$ cat src/rtl/rmii_rx_pkg.sv
package rmii_rx_pkg;
  localparam int unsigned DIBIT_W = 2;

  typedef enum logic [1:0] {
    ST_IDLE = 2'd0,
    ST_HUNT = 2'd1,
    ST_DATA = 2'd2
  } rx_state_e;
endpackage

$ cat src/rtl/rmii_rx_sampler.sv
module rmii_rx_sampler
  import rmii_rx_pkg::*;
#(
  parameter int unsigned DIV   = 10,
  parameter int unsigned PHASE = 5
) (
  input  logic               clk_i,
  input  logic               rst_ni,
  input  logic               speed10_i,
  input  logic               crs_dv_i,
  input  logic [DIBIT_W-1:0] rxd_i,
  input  logic               idle_i,
  output logic               samp_stb_o,
  output logic               samp_crs_o,
  output logic [DIBIT_W-1:0] samp_rxd_o
);
  localparam int unsigned CNT_W = (DIV > 1) ? $clog2(DIV) : 1;
  localparam logic [CNT_W-1:0] CNT_LAST  = CNT_W'(DIV - 1);
  localparam logic [CNT_W-1:0] CNT_PHASE = CNT_W'(PHASE);

  logic               crs_q;
  logic [DIBIT_W-1:0] rxd_q;
  logic [CNT_W-1:0]   cnt_q;
  logic               rise;

  // restart window phase only on a fresh carrier while no frame is open
  assign rise = crs_dv_i & ~crs_q & idle_i;

  always_ff @(posedge clk_i or negedge rst_ni) begin
    if (!rst_ni) begin
      crs_q <= 1'b0;
      rxd_q <= '0;
    end else begin
      crs_q <= crs_dv_i;
      rxd_q <= rxd_i;
    end
  end

  always_ff @(posedge clk_i or negedge rst_ni) begin
    if (!rst_ni) begin
      cnt_q <= '0;
    end else if (rise) begin
      cnt_q <= '0;
    end else if (cnt_q == CNT_LAST) begin
      cnt_q <= '0;
    end else begin
      cnt_q <= cnt_q + 1'b1;
    end
  end

  assign samp_stb_o = speed10_i ? (cnt_q == CNT_PHASE) : 1'b1;
  assign samp_crs_o = crs_q;
  assign samp_rxd_o = rxd_q;
endmodule

$ cat src/rtl/rmii_rx_sfd_hunt.sv
module rmii_rx_sfd_hunt
  import rmii_rx_pkg::*;
#(
  parameter int unsigned         BYTE_W = 8,
  parameter logic [BYTE_W-1:0]   SFD    = 8'hD5
) (
  input  logic               clk_i,
  input  logic               rst_ni,
  input  logic               stb_i,
  input  logic               crs_i,
  input  logic [DIBIT_W-1:0] rxd_i,
  output logic               idle_o,
  output logic               start_o,
  output logic               dibit_vld_o,
  output logic               end_o
);
  rx_state_e         state_q;
  logic [BYTE_W-1:0] hist_q;
  logic [BYTE_W-1:0] hist_nxt;
  logic              low_q;

  // newest di-bit enters at the top, so the first one ends in [1:0]
  assign hist_nxt = {rxd_i, hist_q[BYTE_W-1:DIBIT_W]};

  assign idle_o      = (state_q == ST_IDLE);
  assign start_o     = stb_i & crs_i & (state_q == ST_HUNT) & (hist_nxt == SFD);
  assign dibit_vld_o = stb_i & crs_i & (state_q == ST_DATA);
  assign end_o       = stb_i & ~crs_i & low_q & (state_q == ST_DATA);

  always_ff @(posedge clk_i or negedge rst_ni) begin
    if (!rst_ni) begin
      state_q <= ST_IDLE;
      hist_q  <= '0;
      low_q   <= 1'b0;
    end else if (stb_i) begin
      unique case (state_q)
        ST_IDLE: begin
          low_q <= 1'b0;
          if (crs_i) begin
            hist_q  <= hist_nxt;
            state_q <= ST_HUNT;
          end else begin
            hist_q <= '0;
          end
        end
        ST_HUNT: begin
          if (!crs_i) begin
            hist_q  <= '0;
            state_q <= ST_IDLE;
          end else if (hist_nxt == SFD) begin
            hist_q  <= '0;
            low_q   <= 1'b0;
            state_q <= ST_DATA;
          end else begin
            hist_q <= hist_nxt;
          end
        end
        ST_DATA: begin
          if (crs_i) begin
            low_q <= 1'b0;
          end else if (low_q) begin
            low_q   <= 1'b0;
            state_q <= ST_IDLE;
          end else begin
            low_q <= 1'b1;
          end
        end
        default: begin
          hist_q  <= '0;
          low_q   <= 1'b0;
          state_q <= ST_IDLE;
        end
      endcase
    end
  end
endmodule

$ cat src/rtl/rmii_rx_packer.sv
module rmii_rx_packer
  import rmii_rx_pkg::*;
#(
  parameter int unsigned BYTE_W = 8
) (
  input  logic               clk_i,
  input  logic               rst_ni,
  input  logic               start_i,
  input  logic               dibit_vld_i,
  input  logic               end_i,
  input  logic [DIBIT_W-1:0] rxd_i,
  output logic               wr_valid_o,
  output logic [BYTE_W-1:0]  wr_data_o,
  output logic               wr_sof_o,
  output logic               wr_eof_o,
  output logic               wr_trunc_o
);
  localparam int unsigned NDIB  = BYTE_W / DIBIT_W;
  localparam int unsigned POS_W = (NDIB > 1) ? $clog2(NDIB) : 1;
  localparam logic [POS_W-1:0] POS_LAST = POS_W'(NDIB - 1);

  logic [POS_W-1:0]  pos_q;
  logic              first_q;
  logic [BYTE_W-1:0] byte_w;

  // one holding lane per di-bit slot except the last, which is taken live
  for (genvar i = 0; i < NDIB - 1; i++) begin : g_lane
    logic [DIBIT_W-1:0] lane_q;
    always_ff @(posedge clk_i or negedge rst_ni) begin
      if (!rst_ni) begin
        lane_q <= '0;
      end else if (dibit_vld_i && (pos_q == POS_W'(i))) begin
        lane_q <= rxd_i;
      end
    end
    assign byte_w[i*DIBIT_W +: DIBIT_W] = lane_q;
  end
  assign byte_w[BYTE_W-1 -: DIBIT_W] = rxd_i;

  always_ff @(posedge clk_i or negedge rst_ni) begin
    if (!rst_ni) begin
      pos_q      <= '0;
      first_q    <= 1'b0;
      wr_valid_o <= 1'b0;
      wr_data_o  <= '0;
      wr_sof_o   <= 1'b0;
      wr_eof_o   <= 1'b0;
      wr_trunc_o <= 1'b0;
    end else begin
      wr_valid_o <= 1'b0;
      wr_sof_o   <= 1'b0;
      wr_eof_o   <= 1'b0;
      wr_trunc_o <= 1'b0;
      if (start_i) begin
        pos_q   <= '0;
        first_q <= 1'b1;
      end else if (dibit_vld_i) begin
        if (pos_q == POS_LAST) begin
          pos_q      <= '0;
          wr_valid_o <= 1'b1;
          wr_data_o  <= byte_w;
          wr_sof_o   <= first_q;
          first_q    <= 1'b0;
        end else begin
          pos_q <= pos_q + 1'b1;
        end
      end else if (end_i) begin
        wr_eof_o   <= 1'b1;
        wr_trunc_o <= (pos_q != '0);
        pos_q      <= '0;
        first_q    <= 1'b0;
      end
    end
  end
endmodule

$ cat src/rtl/rmii_rx_align.sv
module rmii_rx_align
  import rmii_rx_pkg::*;
#(
  parameter int unsigned       BYTE_W = 8,
  parameter int unsigned       DIV    = 10,
  parameter int unsigned       PHASE  = 5,
  parameter logic [BYTE_W-1:0] SFD    = 8'hD5
) (
  input  logic              clk_i,
  input  logic              rst_ni,
  input  logic              speed10_i,
  input  logic              crs_dv_i,
  input  logic [1:0]        rxd_i,
  output logic              wr_valid_o,
  output logic [BYTE_W-1:0] wr_data_o,
  output logic              wr_sof_o,
  output logic              wr_eof_o,
  output logic              wr_trunc_o
);
  logic               samp_stb;
  logic               samp_crs;
  logic [DIBIT_W-1:0] samp_rxd;
  logic               idle;
  logic               start;
  logic               dibit_vld;
  logic               frame_end;

  rmii_rx_sampler #(
    .DIV   (DIV),
    .PHASE (PHASE)
  ) i_sampler (
    .clk_i      (clk_i),
    .rst_ni     (rst_ni),
    .speed10_i  (speed10_i),
    .crs_dv_i   (crs_dv_i),
    .rxd_i      (rxd_i),
    .idle_i     (idle),
    .samp_stb_o (samp_stb),
    .samp_crs_o (samp_crs),
    .samp_rxd_o (samp_rxd)
  );

  rmii_rx_sfd_hunt #(
    .BYTE_W (BYTE_W),
    .SFD    (SFD)
  ) i_hunt (
    .clk_i       (clk_i),
    .rst_ni      (rst_ni),
    .stb_i       (samp_stb),
    .crs_i       (samp_crs),
    .rxd_i       (samp_rxd),
    .idle_o      (idle),
    .start_o     (start),
    .dibit_vld_o (dibit_vld),
    .end_o       (frame_end)
  );

  rmii_rx_packer #(
    .BYTE_W (BYTE_W)
  ) i_packer (
    .clk_i       (clk_i),
    .rst_ni      (rst_ni),
    .start_i     (start),
    .dibit_vld_i (dibit_vld),
    .end_i       (frame_end),
    .rxd_i       (samp_rxd),
    .wr_valid_o  (wr_valid_o),
    .wr_data_o   (wr_data_o),
    .wr_sof_o    (wr_sof_o),
    .wr_eof_o    (wr_eof_o),
    .wr_trunc_o  (wr_trunc_o)
  );
endmodule

$ cat config.mk
export PLATFORM = sky130hd
export DESIGN_NAME = rmii_rx_align
export DESIGN_NICKNAME = d
export VERILOG_FILES = /design/src/rtl/rmii_rx_pkg.sv /design/src/rtl/rmii_rx_sampler.sv /design/src/rtl/rmii_rx_sfd_hunt.sv /design/src/rtl/rmii_rx_packer.sv /design/src/rtl/rmii_rx_align.sv
export SDC_FILE = /design/constraint.sdc
export NUM_CORES = 1
export LEC_CHECK = 0
export BUFFER_PORTS_ARGS = -buffer_cell sky130_fd_sc_hd__buf_2
export CORE_UTILIZATION = 52
export DETAILED_ROUTE_END_ITERATION = 8
export GPL_TIMING_DRIVEN = 0
export PLACE_DENSITY = 0.72
export SYNTH_ARGS = -nofsm -noshare
export SYNTH_HDL_FRONTEND = slang
export SYNTH_HIERARCHICAL = 1
export SYNTH_SLANG_ARGS = --single-unit
$ cat constraint.sdc
create_clock -name clk_i -period 4.2 [get_ports clk_i]
set_input_delay 0.84 -clock clk_i [delete_from_list [all_inputs] [get_ports clk_i]]
set_output_delay 0.84 -clock clk_i [all_outputs]
set_load 0.02 [all_outputs]
==> impl_metrics.tcl <==
set metrics [dict create \
    status "complete, no violations" \
    endpoint_kind "flip-flop" \
    yosys_warnings 6 \
    setup_viol 0 \
    grt_pass1_wl_um 4600 \
    layout-drive-gt1-share_pct 35.5 \
    wirelength_um 2690 \
    yosysTopAreaCell "dfrtp_1" \
    final_common_cell "dfrtp_1" \
    p_per_area_nw_per_um2 422 \
    start_util_pct 55.0 \
    cts-resized-gates 0 \
    critical_path_buf_inv_count 1 \
    cts_root_buf "clkbuf_4" \
    antenna_found_initial 0 \
    ys_seq_area_share_pct 54.7 \
    grt.met3_usage_pct 5.24 \
    min_period_over_period_pct 53.7 \
    finalCriticalPeriod_ps 2250 \
    syn_area_um2 1690 \
    track_usage_pct 17.9 \
    peakVddDrop_uv 289 \
    avgSynthCellArea_um2 13.0 \
    place_congestion 0.852 \
    cp_max_fo 10 \
    area_growth_pct 13.5 \
    n_antenna_cell 0 \
    max_stage_delay_ps 440 \
    cts_made_buffers 5 \
    maxCapViolCount 0 \
    drt-vias-per-instance 5.22 \
    grt_pass1_vias 1049 \
    syn_nets 142 \
    cp_cell_sequence "ha_1, nand3b_1, nand2_1, nand2_1, nor2_1, and2_2, nand3b_1, buf_6, mux2_4" \
    clk_pin_slew_worst_paths_ps 110 \
    met1_usage_pct 20.3 \
    die_area_um2 3490 \
    fin_nets 166 \
    ys.flop_type "dfrtp_1" \
    min_path_type "reg -> reg" \
    dp.cells 191 \
    ff2ff_path_depth 9 \
    clkSinkCount 37 \
    crit_arrival_ps 2480 \
    htreeDepth 2 \
    dieHeight_um 59.1 \
    slew_violations 0 \
    synthArstFlopShare_pct 100 \
    synth_area_leaders "dfrtp_1 (55%), mux2_4 (7.1%), ha_1 (4.4%), mux2_2 (4.0%), nor2_1 (2.4%)" \
    ctsHoldBuffers 0 \
    drtPass1Iterations 4 \
    criticalPathCategory "reg -> reg" \
    synth_edf_count 0 \
    cpMaxStageDelayCell "dfrtp_1" \
    tightest_slew_ps 780 \
    post_cts_buffers 0 \
    core-area_um2 3080 \
    max_freq_mhz 444 \
    crit_required_ps 4430 \
    clock_path_buffers 2 \
    drtIter0Drc 24 \
    grt_max_degree 38 \
    hold_viol_final 0 \
    cpLargestDelayFamily "simple AND/OR/NAND/NOR gates" \
    die_w_um 59.1 \
    hold_depth 2 \
    syn_inst 130 \
    vias 1039 \
    stdcell_count 199 \
    fill_cells 259 \
    io_buffer_count 17 \
    synth_cell_types 39 \
    rsz0062_at_grt "no" \
    power_leakage_nw 0.994 \
    relSlewSlack_pct 48.0 \
    drtAntennaViolNets 0 \
    fin_tns_setup_ps 0 \
    cts_tree "yes" \
    top_usage_layer "met2" \
    grt-ovfl-total 0 \
    met2_usage_pct 32.1 \
    hpwl_um 1930 \
    layout_common_cells "dfrtp_1 (37), buf_2 (17), nor2_1 (11), nand2_1 (8), mux2_4 (8)" \
    synth_top_cell_area_share_pct 54.7 \
    skew_ps 9.28 \
    drc 0 \
    routedWlPerCell_um 13.5 \
    io_pins 18 \
    ys_ff_latch 37 \
    rows 20 \
    cp.depth 9 \
    start_kind "flip-flop" \
    clk_latency_ps 330 \
]
[path summary, 6_finish.rpt]
| kind | slack (ps) | from | endpoint |
|---|---|---|---|
| worst max register to register | 1950 | i_sampler/cnt_q[0] | i_packer/wr_data_o[2] |
| worst max-delay path | 1950 | i_sampler/cnt_q[0] | i_packer/wr_data_o[2] |
| worst min-delay path | 510 | i_packer/first_q | i_packer/wr_sof_o |
| worst min register to register | 510 | i_packer/first_q | i_packer/wr_sof_o |
| min in group asynchronous | 570 | rst_ni | i_packer/wr_trunc_o |
| max in group asynchronous | 3120 | rst_ni | i_sampler/cnt_q[2] |
[Yosys cell counts, drive strengths merged, types with 2 or more instances]
cell	number
a21oi	3
a221o	4
a22o	3
and2	3
and4bb	2
buf	3
dfrtp	37
ha	6
inv	6
mux2	14
nand2	9
nand2b	2
nand3b	4
nor2	12
nor2b	2
nor3b	4
o21ai	2
or2b	2
or3b	2
[area by class of cell]
type / count / area [um2] / area share [%]
Multi-Input combinational cell: 84 / 714 / 37.2
Buffer: 3 / 30.0 / 1.56
Sequential cell: 37 / 926 / 48.2
Timing Repair Buffer: 17 / 85.1 / 4.43
Inverter: 6 / 22.5 / 1.17
Tap cell: 44 / 55.1 / 2.86
Clock buffer: 6 / 51.3 / 2.67
Clock inverter: 2 / 37.5 / 1.95
[per-layer routing]
metal | wire length (um) | part of all wire (%)
met1 | 1170 | 44
met2 | 1400 | 52
met3 | 93 | 3.5
met4 | 19 | 0.71
met5 | 0 | 0
[metrics by stage]
step                      total power (W)  hold slack, ps  util [%]  area [um2]  setup slack (ps)
after detailed placement         0.000563             487      59.6        1830              1750
after global placement           0.000551             486      59.6        1830              1800
final                            0.000811             508      62.4        1920              1950
after global routing             0.000853             533      62.4        1920              1790
after floorplan                  0.000524             459         -        1690              2050
after CTS                        0.000820             513      62.4        1920              1940
[cells by family (layout without fill, tap and decap cells)]
kind of cell	Yosys count	in the layout	share of synthesized area, %
mux	14	14	11.1
flops	37	37	54.7
compound gates	16	16	7.98
buf+inv	9	34	3.10
simple gates	46	46	17.7
xor+xnor	2	2	1.03
fa+ha+maj	6	6	4.43
[flip-flops by register name, summed over array words and instances, names as in the netlist]
register and flops:
i_hunt/hist_q 6, i_hunt/low_q 1, i_hunt/state_q 2, i_packer/first_q 1
i_packer/g_lane.lane_q 6, i_packer/pos_q 2, i_packer/wr_data_o 8, i_packer/wr_eof_o 1
i_packer/wr_sof_o 1, i_packer/wr_trunc_o 1, i_packer/wr_valid_o 1, i_sampler/cnt_q 4
i_sampler/samp_crs_o 1, i_sampler/samp_rxd_o 2
[worst min-delay path, cell delays in order, from the launching register on]
cell and delay [ps]:
dfrtp_1 400, inv_1 50, nor2_1 40
[power by group]
group / leakage [nW] / internal (W) / switching (W)
Combinational: 0.452 / 0.0000583 / 0.0000668
Sequential: 0.498 / 0.000393 / 0.0000376
Clock: 0.0445 / 0.000142 / 0.000114
Total: 0.994 / 0.000592 / 0.000219
No activity file was read; power rests on OpenSTA's default activity.
